### src/rtl/wbpp_pkg.sv
package wbpp_pkg;

  localparam int unsigned CH_W       = 8;
  localparam int unsigned PIX_W      = 4 * CH_W;
  localparam int unsigned WORD_BYTES = 4;
  localparam int unsigned WORD_W     = WORD_BYTES * 8;
  localparam int unsigned CODE_W     = 4;
  localparam int unsigned NB_W       = 3;  // byte count 0..7
  localparam int unsigned LEFT_W     = 2;  // leftover bytes 0..3
  localparam int unsigned ACC_W      = (WORD_BYTES - 1) * 8;
  localparam int unsigned COMB_W     = ACC_W + WORD_W;

  typedef enum logic [1:0] {
    FK_4444,
    FK_565,
    FK_888,
    FK_8888
  } fmt_kind_e;

  // Unused codes fold onto ARGB8888.
  function automatic logic [CODE_W-1:0] norm_code(input logic [CODE_W-1:0] c);
    case (c)
      4'd4, 4'd5, 4'd10, 4'd11: norm_code = 4'd13;
      default:                  norm_code = c;
    endcase
  endfunction

  function automatic fmt_kind_e kind_of(input logic [CODE_W-1:0] c);
    case (norm_code(c))
      4'd0, 4'd1, 4'd2, 4'd3: kind_of = FK_4444;
      4'd6, 4'd7:             kind_of = FK_565;
      4'd8, 4'd9:             kind_of = FK_888;
      default:                kind_of = FK_8888;
    endcase
  endfunction

  function automatic logic [NB_W-1:0] nbytes_of(input fmt_kind_e k);
    case (k)
      FK_4444, FK_565: nbytes_of = 3'd2;
      FK_888:          nbytes_of = 3'd3;
      default:         nbytes_of = 3'd4;
    endcase
  endfunction

  // Strobe pattern for the lowest n lanes.
  function automatic logic [WORD_BYTES-1:0] lane_mask(input logic [NB_W-1:0] n);
    case (n)
      3'd0:    lane_mask = 4'b0000;
      3'd1:    lane_mask = 4'b0001;
      3'd2:    lane_mask = 4'b0011;
      3'd3:    lane_mask = 4'b0111;
      default: lane_mask = 4'b1111;
    endcase
  endfunction

  // Effective alpha: stored, inverted, or filled.
  function automatic logic [CH_W-1:0] alpha_eff(input logic a_en, input logic a_inv,
                                                input logic [CH_W-1:0] a);
    if (a_en) alpha_eff = a_inv ? ~a : a;
    else      alpha_eff = {CH_W{~a_inv}};
  endfunction

  // Repack one ARGB pixel; result is right-aligned, byte 0 in bits 7:0.
  // Code bit 0 puts red above blue; code bit 1 moves alpha to the bottom.
  function automatic logic [PIX_W-1:0] pack_px(input logic [CODE_W-1:0] code,
                                               input logic a_en, input logic a_inv,
                                               input logic [PIX_W-1:0] argb);
    logic [CODE_W-1:0] c;
    logic [CH_W-1:0] al, hi, gr, lo;
    c  = norm_code(code);
    al = alpha_eff(a_en, a_inv, argb[31:24]);
    gr = argb[15:8];
    hi = c[0] ? argb[23:16] : argb[7:0];
    lo = c[0] ? argb[7:0]   : argb[23:16];
    case (kind_of(code))
      FK_4444: pack_px = c[1] ? {16'd0, hi[7:4], gr[7:4], lo[7:4], al[7:4]}
                              : {16'd0, al[7:4], hi[7:4], gr[7:4], lo[7:4]};
      FK_565:  pack_px = {16'd0, hi[7:3], gr[7:2], lo[7:3]};
      FK_888:  pack_px = {8'd0, hi, gr, lo};
      default: pack_px = c[1] ? {hi, gr, lo, al} : {al, hi, gr, lo};
    endcase
  endfunction

endpackage

### src/rtl/wbpp_convert.sv
module wbpp_convert
  import wbpp_pkg::*;
(
  input  logic                  clk,
  input  logic                  rst_n,
  input  logic [CODE_W-1:0]     cfg_fmt,
  input  logic                  cfg_alpha_en,
  input  logic                  cfg_alpha_inv,
  input  logic                  in_valid,
  output logic                  in_ready,
  input  logic [PIX_W-1:0]      in_argb,
  input  logic                  in_eol,
  output logic                  s_valid,
  input  logic                  s_take,
  output logic [PIX_W-1:0]      s_bytes,
  output logic [NB_W-1:0]       s_nbytes,
  output logic                  s_eol
);

  logic accept;

  assign in_ready = !s_valid || s_take;
  assign accept   = in_valid && in_ready;

  always_ff @(posedge clk) begin
    if (!rst_n) begin
      s_valid  <= 1'b0;
      s_bytes  <= '0;
      s_nbytes <= '0;
      s_eol    <= 1'b0;
    end else if (accept) begin
      s_valid  <= 1'b1;
      s_bytes  <= pack_px(cfg_fmt, cfg_alpha_en, cfg_alpha_inv, in_argb);
      s_nbytes <= nbytes_of(kind_of(cfg_fmt));
      s_eol    <= in_eol;
    end else if (s_take) begin
      s_valid  <= 1'b0;
    end
  end

  // a converted pixel waiting for the gatherer is not lost or altered
  a_r12_stage_hold: assert property (@(posedge clk) disable iff (!rst_n)
    s_valid && !s_take |=> s_valid && $stable(s_bytes) && $stable(s_eol));

endmodule

### src/rtl/wbpp_gather.sv
module wbpp_gather
  import wbpp_pkg::*;
(
  input  logic                  clk,
  input  logic                  rst_n,
  input  logic [WORD_BYTES-1:0] cfg_byte_en,
  input  logic                  s_valid,
  output logic                  s_take,
  input  logic [PIX_W-1:0]      s_bytes,
  input  logic [NB_W-1:0]       s_nbytes,
  input  logic                  s_eol,
  output logic                  out_valid,
  input  logic                  out_ready,
  output logic [WORD_W-1:0]     out_data,
  output logic [WORD_BYTES-1:0] out_strb
);

  logic [ACC_W-1:0]  acc_q;
  logic [LEFT_W-1:0] cnt_q;
  logic              flush_q;

  logic [COMB_W-1:0] comb_w;
  logic [NB_W-1:0]   total;
  logic [NB_W-1:0]   rem;
  logic              full;
  logic              need_out;
  logic              out_free;
  // named events for the checks
  logic              flush_go;
  logic              emit_evt;
  logic [WORD_W-1:0] emit_data;
  logic [NB_W-1:0]   emit_nb;

  assign out_free = !out_valid || out_ready;
  assign comb_w   = {{WORD_W{1'b0}}, acc_q}
                  | ({{ACC_W{1'b0}}, s_bytes} << {cnt_q, 3'b000});
  assign total    = {1'b0, cnt_q} + s_nbytes;
  assign rem      = total - 3'd4;
  assign full     = total >= 3'd4;
  assign need_out = full || s_eol;
  assign s_take   = s_valid && !flush_q && (out_free || !need_out);
  assign flush_go = flush_q && out_free;
  assign emit_evt = flush_go || (s_take && need_out);
  assign emit_data = flush_go ? {8'd0, acc_q} : comb_w[WORD_W-1:0];
  assign emit_nb   = flush_go ? {1'b0, cnt_q} : (full ? 3'd4 : total);

  always_ff @(posedge clk) begin
    if (!rst_n) begin
      out_valid <= 1'b0;
      out_data  <= '0;
      out_strb  <= '0;
    end else if (emit_evt) begin
      out_valid <= 1'b1;
      out_data  <= emit_data;
      out_strb  <= lane_mask(emit_nb) & cfg_byte_en;
    end else if (out_ready) begin
      out_valid <= 1'b0;
    end
  end

  always_ff @(posedge clk) begin
    if (!rst_n) begin
      acc_q   <= '0;
      cnt_q   <= '0;
      flush_q <= 1'b0;
    end else if (flush_go) begin
      acc_q   <= '0;
      cnt_q   <= '0;
      flush_q <= 1'b0;
    end else if (s_take) begin
      if (full) begin
        acc_q   <= comb_w[COMB_W-1:WORD_W];
        cnt_q   <= rem[LEFT_W-1:0];
        flush_q <= s_eol && (rem != 3'd0);
      end else if (s_eol) begin
        acc_q   <= '0;
        cnt_q   <= '0;
      end else begin
        acc_q   <= comb_w[ACC_W-1:0];
        cnt_q   <= total[LEFT_W-1:0];
      end
    end
  end

  // a pending tail is sent as soon as the output register frees
  a_r10_flush_next: assert property (@(posedge clk) disable iff (!rst_n)
    flush_q && out_free |=> out_valid && !flush_q);

  // a short word only ever closes a line
  a_r10_short_at_eol: assert property (@(posedge clk) disable iff (!rst_n)
    emit_evt && (emit_nb != 3'd4) |-> flush_go || s_eol);

  // after a line closes without overflow, nothing is left behind
  a_r13_line_clean: assert property (@(posedge clk) disable iff (!rst_n)
    s_take && s_eol && !full |=> cnt_q == '0 && !flush_q);

endmodule

### src/rtl/wb_pixel_packer.sv
module wb_pixel_packer
  import wbpp_pkg::*;
(
  input  logic        clk,
  input  logic        rst_n,
  input  logic [3:0]  cfg_fmt,
  input  logic        cfg_alpha_en,
  input  logic        cfg_alpha_inv,
  input  logic [3:0]  cfg_byte_en,
  input  logic        in_valid,
  output logic        in_ready,
  input  logic [31:0] in_argb,
  input  logic        in_eol,
  output logic        out_valid,
  input  logic        out_ready,
  output logic [31:0] out_data,
  output logic [3:0]  out_strb
);

  logic             s_valid;
  logic             s_take;
  logic [PIX_W-1:0] s_bytes;
  logic [NB_W-1:0]  s_nbytes;
  logic             s_eol;

  wbpp_convert u_convert (
    .clk           (clk),
    .rst_n         (rst_n),
    .cfg_fmt       (cfg_fmt),
    .cfg_alpha_en  (cfg_alpha_en),
    .cfg_alpha_inv (cfg_alpha_inv),
    .in_valid      (in_valid),
    .in_ready      (in_ready),
    .in_argb       (in_argb),
    .in_eol        (in_eol),
    .s_valid       (s_valid),
    .s_take        (s_take),
    .s_bytes       (s_bytes),
    .s_nbytes      (s_nbytes),
    .s_eol         (s_eol)
  );

  wbpp_gather u_gather (
    .clk         (clk),
    .rst_n       (rst_n),
    .cfg_byte_en (cfg_byte_en),
    .s_valid     (s_valid),
    .s_take      (s_take),
    .s_bytes     (s_bytes),
    .s_nbytes    (s_nbytes),
    .s_eol       (s_eol),
    .out_valid   (out_valid),
    .out_ready   (out_ready),
    .out_data    (out_data),
    .out_strb    (out_strb)
  );

  // a waiting word stays put
  a_r12_out_hold: assert property (@(posedge clk) disable iff (!rst_n)
    out_valid && !out_ready |=> out_valid && $stable(out_data) && $stable(out_strb));

  // masked lanes never strobe
  a_r11_strb_mask: assert property (@(posedge clk) disable iff (!rst_n)
    out_valid |-> (out_strb & ~cfg_byte_en) == 4'b0000);

endmodule

### config.mk
export PLATFORM = sky130hd
export DESIGN_NAME = wb_pixel_packer
export DESIGN_NICKNAME = d
export VERILOG_FILES = /design/src/rtl/wbpp_pkg.sv /design/src/rtl/wbpp_convert.sv /design/src/rtl/wbpp_gather.sv /design/src/rtl/wb_pixel_packer.sv
export SDC_FILE = /design/constraint.sdc
export NUM_CORES = 1
export LEC_CHECK = 0
export ABC_AREA = 0
export CORE_MARGIN = 3
export CORE_UTILIZATION = 56
export CTS_CLUSTER_DIAMETER = 80
export DETAILED_ROUTE_END_ITERATION = 8
export PLACE_DENSITY = 0.86
export SLEW_MARGIN = 0
export SYNTH_ARGS = -nofsm -noshare
export SYNTH_HDL_FRONTEND = slang
export SYNTH_SLANG_ARGS = --single-unit
### constraint.sdc
create_clock -name clk -period 3.2 [get_ports clk]
set_input_delay 0.64 -clock clk [delete_from_list [all_inputs] [get_ports clk]]
set_output_delay 0.64 -clock clk [all_outputs]
set_load 0.005 [all_outputs]
# Word-level counts from Yosys, hierarchy flattened
# Memories as Yosys holds them, arrays and structs flattened.
# Index checks and enable logic that the tools add are counted.
dict set report classes {
  add_sub_neg 2
  magnitude_cmp 1
  eq_ne 11
  n_shift 1
  muxes 29
  bitwise_logic 5
  reduce_logical 25
}
# op n
set op_table {}
lappend op_table {{32-bit one-hot mux with 3 select lines} 1}
lappend op_table {{32-bit 2-to-1 mux} 2}
lappend op_table {{24-bit by 56-bit OR with 56-bit output} 1}
lappend op_table {{32-bit by 5-bit << shifter with 56-bit output} 1}
lappend op_table {{24-bit 2-to-1 mux} 2}
lappend op_table {{8-bit 2-to-1 mux} 4}
lappend op_table {{4-bit 2-to-1 mux} 5}
lappend op_table {{16-bit 2-to-1 mux} 1}
lappend op_table {{4-bit one-hot mux with 4 select lines} 1}
lappend op_table {{2-bit 2-to-1 mux} 6}
lappend op_table {{4-bit by 3-bit == test with 1-bit output, second input constant} 2}
lappend op_table {{4-bit == test, second input constant} 2}
lappend op_table {{8-bit NOT} 1}
lappend op_table {{3-bit by 2-bit == test with 1-bit output, second input constant} 2}
lappend op_table {{1-bit logical AND} 6}
lappend op_table {{3-bit 2-to-1 mux} 2}
lappend op_table {{3-bit one-hot mux with 2 select lines} 1}
lappend op_table {{1-bit logical OR} 5}
lappend op_table {{4-bit bitwise AND} 1}
lappend op_table {{2-bit by 1-bit == test with 1-bit output, second input constant} 2}
lappend op_table {{2-bit == test, second input constant} 2}
lappend op_table {{1-bit zero test} 4}
lappend op_table {{2-bit zero test} 2}
lappend op_table {{1-bit 2-to-1 mux} 4}
lappend op_table {{11 further kinds} 14}
dict set report totals {
  reg_bits 101
  mem_bits_ro 64
  out_inout_bits 38
  elab_cells 86
  mem_count 2
}
# name words word_bits read_ports rd_clocked_by_memory_dff wr line_no
set memory_table {}
lappend memory_table {{(no name shown)} 16 2 1 0 0 wbpp_pkg.sv:29} ;# case (norm_code(c))
lappend memory_table {{(no name shown)} 16 2 1 0 0 wbpp_pkg.sv:29}

# Logic depth before layout (Yosys ltp)
# An unclocked memory read counts as a cell.
dict set report logic_depth {
  ltp_word 16
  ltp_mapped 13
  ltp_nobuf 9
}

# By module
# A second synthesis with hierarchy kept.
dict set report hier_totals {
  hier_cells 747
  area_unflattened_um2 6264.8
}
# mod n_inst cells_each area_each_um2 seq_area_each_um2
set modules_own_cells {}
lappend modules_own_cells {wbpp_gather 1 359 3210.6 1281.2}
lappend modules_own_cells {wbpp_convert 1 388 3054.2 740.7}

# Worst setup path after synthesis
# Ideal clock, no wire load.
dict set report synth_timing {
  path_type {register -> register}
  start {reg u_gather.cnt_q[1]}
  end {reg u_gather.acc_q[22]}
  setup_ps 131
  arrival_time_ps 2652
  t_required_ps 3069
  slack_ps 417
  stages_incl_launch_ff 13
  path_buffers 5
  path_cell_list {dfxtp_1 buf_2 buf_2 inv_1 clkbuf_1 fa_1 xnor2_2 nor2_1 or3_1 buf_2 buf_2 a21oi_1 nor3_2}
}
dict set report synth_via {
  elab_chain_len 6
  elab_cells_between_ends 10
  cone_classes {add/sub: 1; order compare: 1; shift: 1; mux: 2; bitwise: 1; reduce/logical: 4}
}
# element line_no
set synth_rtl {}
lappend synth_rtl {{from (decl)} wbpp_gather.sv:19} ;# logic [LEFT_W-1:0] cnt_q;
lappend synth_rtl {{from (signal assigned)} wbpp_gather.sv:73} ;# cnt_q <= rem[LEFT_W-1:0];
lappend synth_rtl {{from (signal assigned)} wbpp_gather.sv:80} ;# cnt_q <= total[LEFT_W-1:0];
lappend synth_rtl {{2-bit by 3-bit adder with 3-bit output} wbpp_gather.sv:37} ;# assign total = {1'b0, cnt_q} + s_nbytes;
lappend synth_rtl {{3-bit greater-or-equal comparator} wbpp_gather.sv:39} ;# assign full = total >= 3'd4;
lappend synth_rtl {{1-bit logical OR} wbpp_gather.sv:40} ;# assign need_out = full || s_eol;
lappend synth_rtl {{1-bit zero test} wbpp_gather.sv:41} ;# assign s_take = s_valid && !flush_q && (out_free || !need_out);
lappend synth_rtl {{1-bit logical OR} wbpp_gather.sv:41}
lappend synth_rtl {{1-bit logical AND} wbpp_gather.sv:41}
lappend synth_rtl {{to (signal assigned)} wbpp_gather.sv:72} ;# acc_q <= comb_w[COMB_W-1:WORD_W];
lappend synth_rtl {{to (signal assigned)} wbpp_gather.sv:79} ;# acc_q <= comb_w[ACC_W-1:0];
lappend synth_rtl {{to (decl)} wbpp_gather.sv:18} ;# logic [ACC_W-1:0] acc_q;
# Parallel ways exist; a longest one is shown, timed or not.
# A chain may end at the register's enable or synchronous reset.

# Worst setup path after layout
dict set report layout_timing {
  start {reg u_convert.s_nbytes[0]}
  end {out in_ready}
}
dict set report layout_via {
  elab_chain_len 7
}
# element line_no
set layout_rtl {}
lappend layout_rtl {{from (decl)} wbpp_convert.sv:16} ;# output logic [NB_W-1:0] s_nbytes,
lappend layout_rtl {{from (signal assigned)} wbpp_convert.sv:34} ;# s_nbytes <= nbytes_of(kind_of(cfg_fmt));
lappend layout_rtl {{2-bit by 3-bit adder with 3-bit output} wbpp_gather.sv:37}
lappend layout_rtl {{3-bit greater-or-equal comparator} wbpp_gather.sv:39}
lappend layout_rtl {{1-bit logical OR} wbpp_gather.sv:40}
lappend layout_rtl {{1-bit zero test} wbpp_gather.sv:41}
lappend layout_rtl {{1-bit logical OR} wbpp_gather.sv:41}
lappend layout_rtl {{1-bit logical AND} wbpp_gather.sv:41}
lappend layout_rtl {{1-bit logical OR} wbpp_convert.sv:22} ;# assign in_ready = !s_valid || s_take;
lappend layout_rtl {{to (decl)} wb_pixel_packer.sv:11} ;# output logic in_ready,
# Every way passes these cells.

==> results.txt <==
largest net degree at the start of global routing: 55
Clock Tree Buf Depth: 2
Iter 0 DRT Violations: 880
Max-Cap Viols: 0
Core ar.: 11500 sq um
I/O pins: 85
Slew HR: 0.291
Worst Path Required: 2.56 ns
period utilization: 0.951
DRT Pass-1 Iters: 6
Worst-Margin Slew: 1.06 ns
nets: 937
CP max FO: 6
CP startpoint kind: flip-flop
Sw Ratio: 0.303
row count: 39
netlist area before placement: 6640 sq um
htree depth: 3
die width: 115 um
Hold Vio Cnt, Final: 0
GRT Max-Usage Layer: met2
Pwr per Cell Area: 423 nW/um^2
Yosys top cell area share: 0.305
GRT Total Usage: 0.288
initial core utilization: 0.576
buffers added on ports: 84
antenna-violating nets left: 0
met3 Use GR: 0.0511
drt drc: 0
max-slew violations: 0
sequential power share: 0.428
endpoint type of the worst setup path: primary output
Top FF cell, synth: dfxtp_1
Worst VDD drop: 0.334 mV
die area: 13200 sq um
die span in y: 115 um
most common cell after layout, fill and taps aside: nand2_1
Design Area, Final: 7830 sq um
fill count: 968
CTS Hold Bufs: 0
vias per cell: 6.55
status: finished, final reports clean
clock skew: 0.00856 ns
post-CTS setup buffers: 0
GP Congestion: 1.02
CTS tree: yes
CTS clk-pin slew, worst paths: 0.07 ns
antenna violations before repair: 0
Layout area overhead: 17.9%
sequential fraction of the synthesis area: 0.305
Psw: 1.00 mW
most frequent cells in the layout: 116 x nand2_1, 100 x dfxtp_1, 82 x clkdlybuf4s50_1
Final Total Pwr: 3.31 mW
crit path kind: flip-flop to primary output
setup TNS: 0 ns
Synth area leaders: dfxtp_1 30%, mux2i_1 6.8%, nand2_1 6.6%
fin worst setup slack: 0.157 ns
Synth warnings: 0
Comb power frac: 0.245
WL final: 19200 um
total number of vias: 6785
final setup fails: 0
DR WL/cell: 18.5 um
Power Internal: 2.30 mW
worst endpoint data arrival time: 2.40 ns
EDFF count, synth: 0
vias in the first global route: 6172
Clock Power Share: 0.327
synthesized flop and latch total: 101
DP HPWL: 13600 um
pre-CTS setup slack: 0.414 ns
GR Layer Usage met2: 0.474
first-pass GRT wire length: 31100 um
GR met1 Demand/Resource: 0.385
crit path time final: 3.04 ns
remaining global-route overflow: 0
Inserted Clock Buffers: 9
Yosys cell types: 71
ant diodes: 0
LEAKAGE: 3.15 nW
syn_area_per_cell: 7.88 sq um
cell taking the most area after synthesis: dfxtp_1
Peak Freq: 329 MHz
Clock Root Buffer: clkbuf_16
hold slack: 0.451 ns
ratio of cells with drive above 1 in the final layout: 0.0952
Hold Path Class: flip-flop to flip-flop
worst skew pair latency: 0.34 ns
RSZ-0062 raised after global routing: false
clock sinks: 101
asr flop ratio synth: 0
Mapped Cells: 843
Cell Area, Placed: 7520 sq um
Syn Nets: 892
==> kinds of logic after synthesis <==
logic type,synth area share
muxes,0.114
buffers and inverters,0.0641
AOI/OAI and AO/OA,0.303
adders and majority gates,0.00490
DFF,0.305
and+or+nand+nor,0.190
xor gates and xnor gates,0.0194
==> final cells by class <==
class                           count  area (sq um)  area share
Clock buffer                       11           233      0.0297
Clock inverter                      5          58.8     0.00751
Inverter                           17          63.8     0.00815
Multi-Input combinational cell    650          4210       0.538
Sequential cell                   101          2020       0.259
Tap cell                          143           179      0.0229
Timing Repair Buffer              109          1060       0.135
==> worst paths after layout <==
kind,from,end,slack (ns),depth (start not counted)
min reg2reg,u_gather.out_strb[2],u_gather.out_strb[2],0.45,2
min,u_gather.out_strb[2],u_gather.out_strb[2],0.45,2
max reg2reg,u_convert.s_nbytes[0],u_gather.out_data[24],0.56,8
max,u_convert.s_nbytes[0],in_ready,0.16,8
==> worst max-delay path, stage by stage (launching register included) <==
cell and delay [ns]:
dfxtp_1 0.34, ha_1 0.14, inv_1 0.05, fa_2 0.40, xor2_4 0.24, nand2b_2 0.13
a21oi_2 0.15, nand2b_1 0.13, clkdlybuf4s50_1 0.50
==> synth_stat cells, drive strengths merged, types with 2 or more instances <==
| master | number |
|---|---|
| inv | 17 |
| mux2 | 21 |
| o211a | 28 |
| o211ai | 3 |
| o221a | 2 |
| a22oi | 18 |
| a2bb2oi | 3 |
| o311ai | 3 |
| xnor2 | 10 |
| mux2i | 45 |
| a211oi | 8 |
| a32oi | 7 |
| a221o | 2 |
| a31oi | 8 |
| a22o | 10 |
| nand2b | 17 |
| nor3b | 7 |
| and2 | 7 |
| nand4 | 4 |
| o21ai | 49 |
| a21oi | 84 |
| or2 | 2 |
| nand2 | 116 |
| a221oi | 3 |
| clkbuf | 25 |
| dfxtp | 101 |
| a21o | 9 |
| nor2 | 61 |
| and3 | 2 |
| xor2 | 3 |
| a222oi | 3 |
| buf | 50 |
| nor4 | 2 |
| nor2b | 19 |
| nor3 | 18 |
| a32o | 3 |
| o22ai | 25 |
| nand3 | 13 |
| mux4 | 3 |
| o221ai | 3 |
| a21boi | 9 |
| o32ai | 4 |
| o2111ai | 5 |
==> routing by layer <==
layer / part of all wire / wire [um] / up-vias
met2: 0.47 / 9100 / 374
met1: 0.41 / 7840 / 3193
li1: - / - / 3166
met3: 0.087 / 1670 / 52
met5: 0 / 0 / -
met4: 0.029 / 546 / 0
==> through the flow <==
step / util / cells
after floorplan: - / 843
after global placement: 0.653 / 1020
after detailed placement: 0.653 / 1020
after CTS: 0.678 / 1036
after global routing: 0.680 / 1036
final: 0.680 / 1036
==> repair_timing <==
action / CTS / global route
resized for setup: 0 / 2
endpoints found under the hold margin: 0 / 0
setup endpoints to repair: 0 / 1
==> power by group through the flow <==
| stage | clock network [mW] | logic, mW | registers [mW] |
|---|---|---|---|
| after CTS | 1.08 | 0.791 | 1.41 |
| after floorplan | 0 | 0.522 | 1.42 |
| final | 1.08 | 0.810 | 1.42 |
| after global placement | 0 | 0.776 | 1.44 |
| after detailed placement | 0 | 0.786 | 1.44 |
| after global routing | 1.14 | 0.880 | 1.42 |
==> sequential cells by signal, indices dropped and copies added (netlist names) <==
name and flops:
u_convert.s_nbytes 3, u_gather.out_data 32, u_gather.out_valid 1, u_gather.out_strb 4, u_gather.flush_q 1, u_convert.s_bytes 32, u_convert.s_eol 1, u_convert.s_valid 1
u_gather.cnt_q 2, u_gather.acc_q 24
Power figures use the tool's default switching activity.
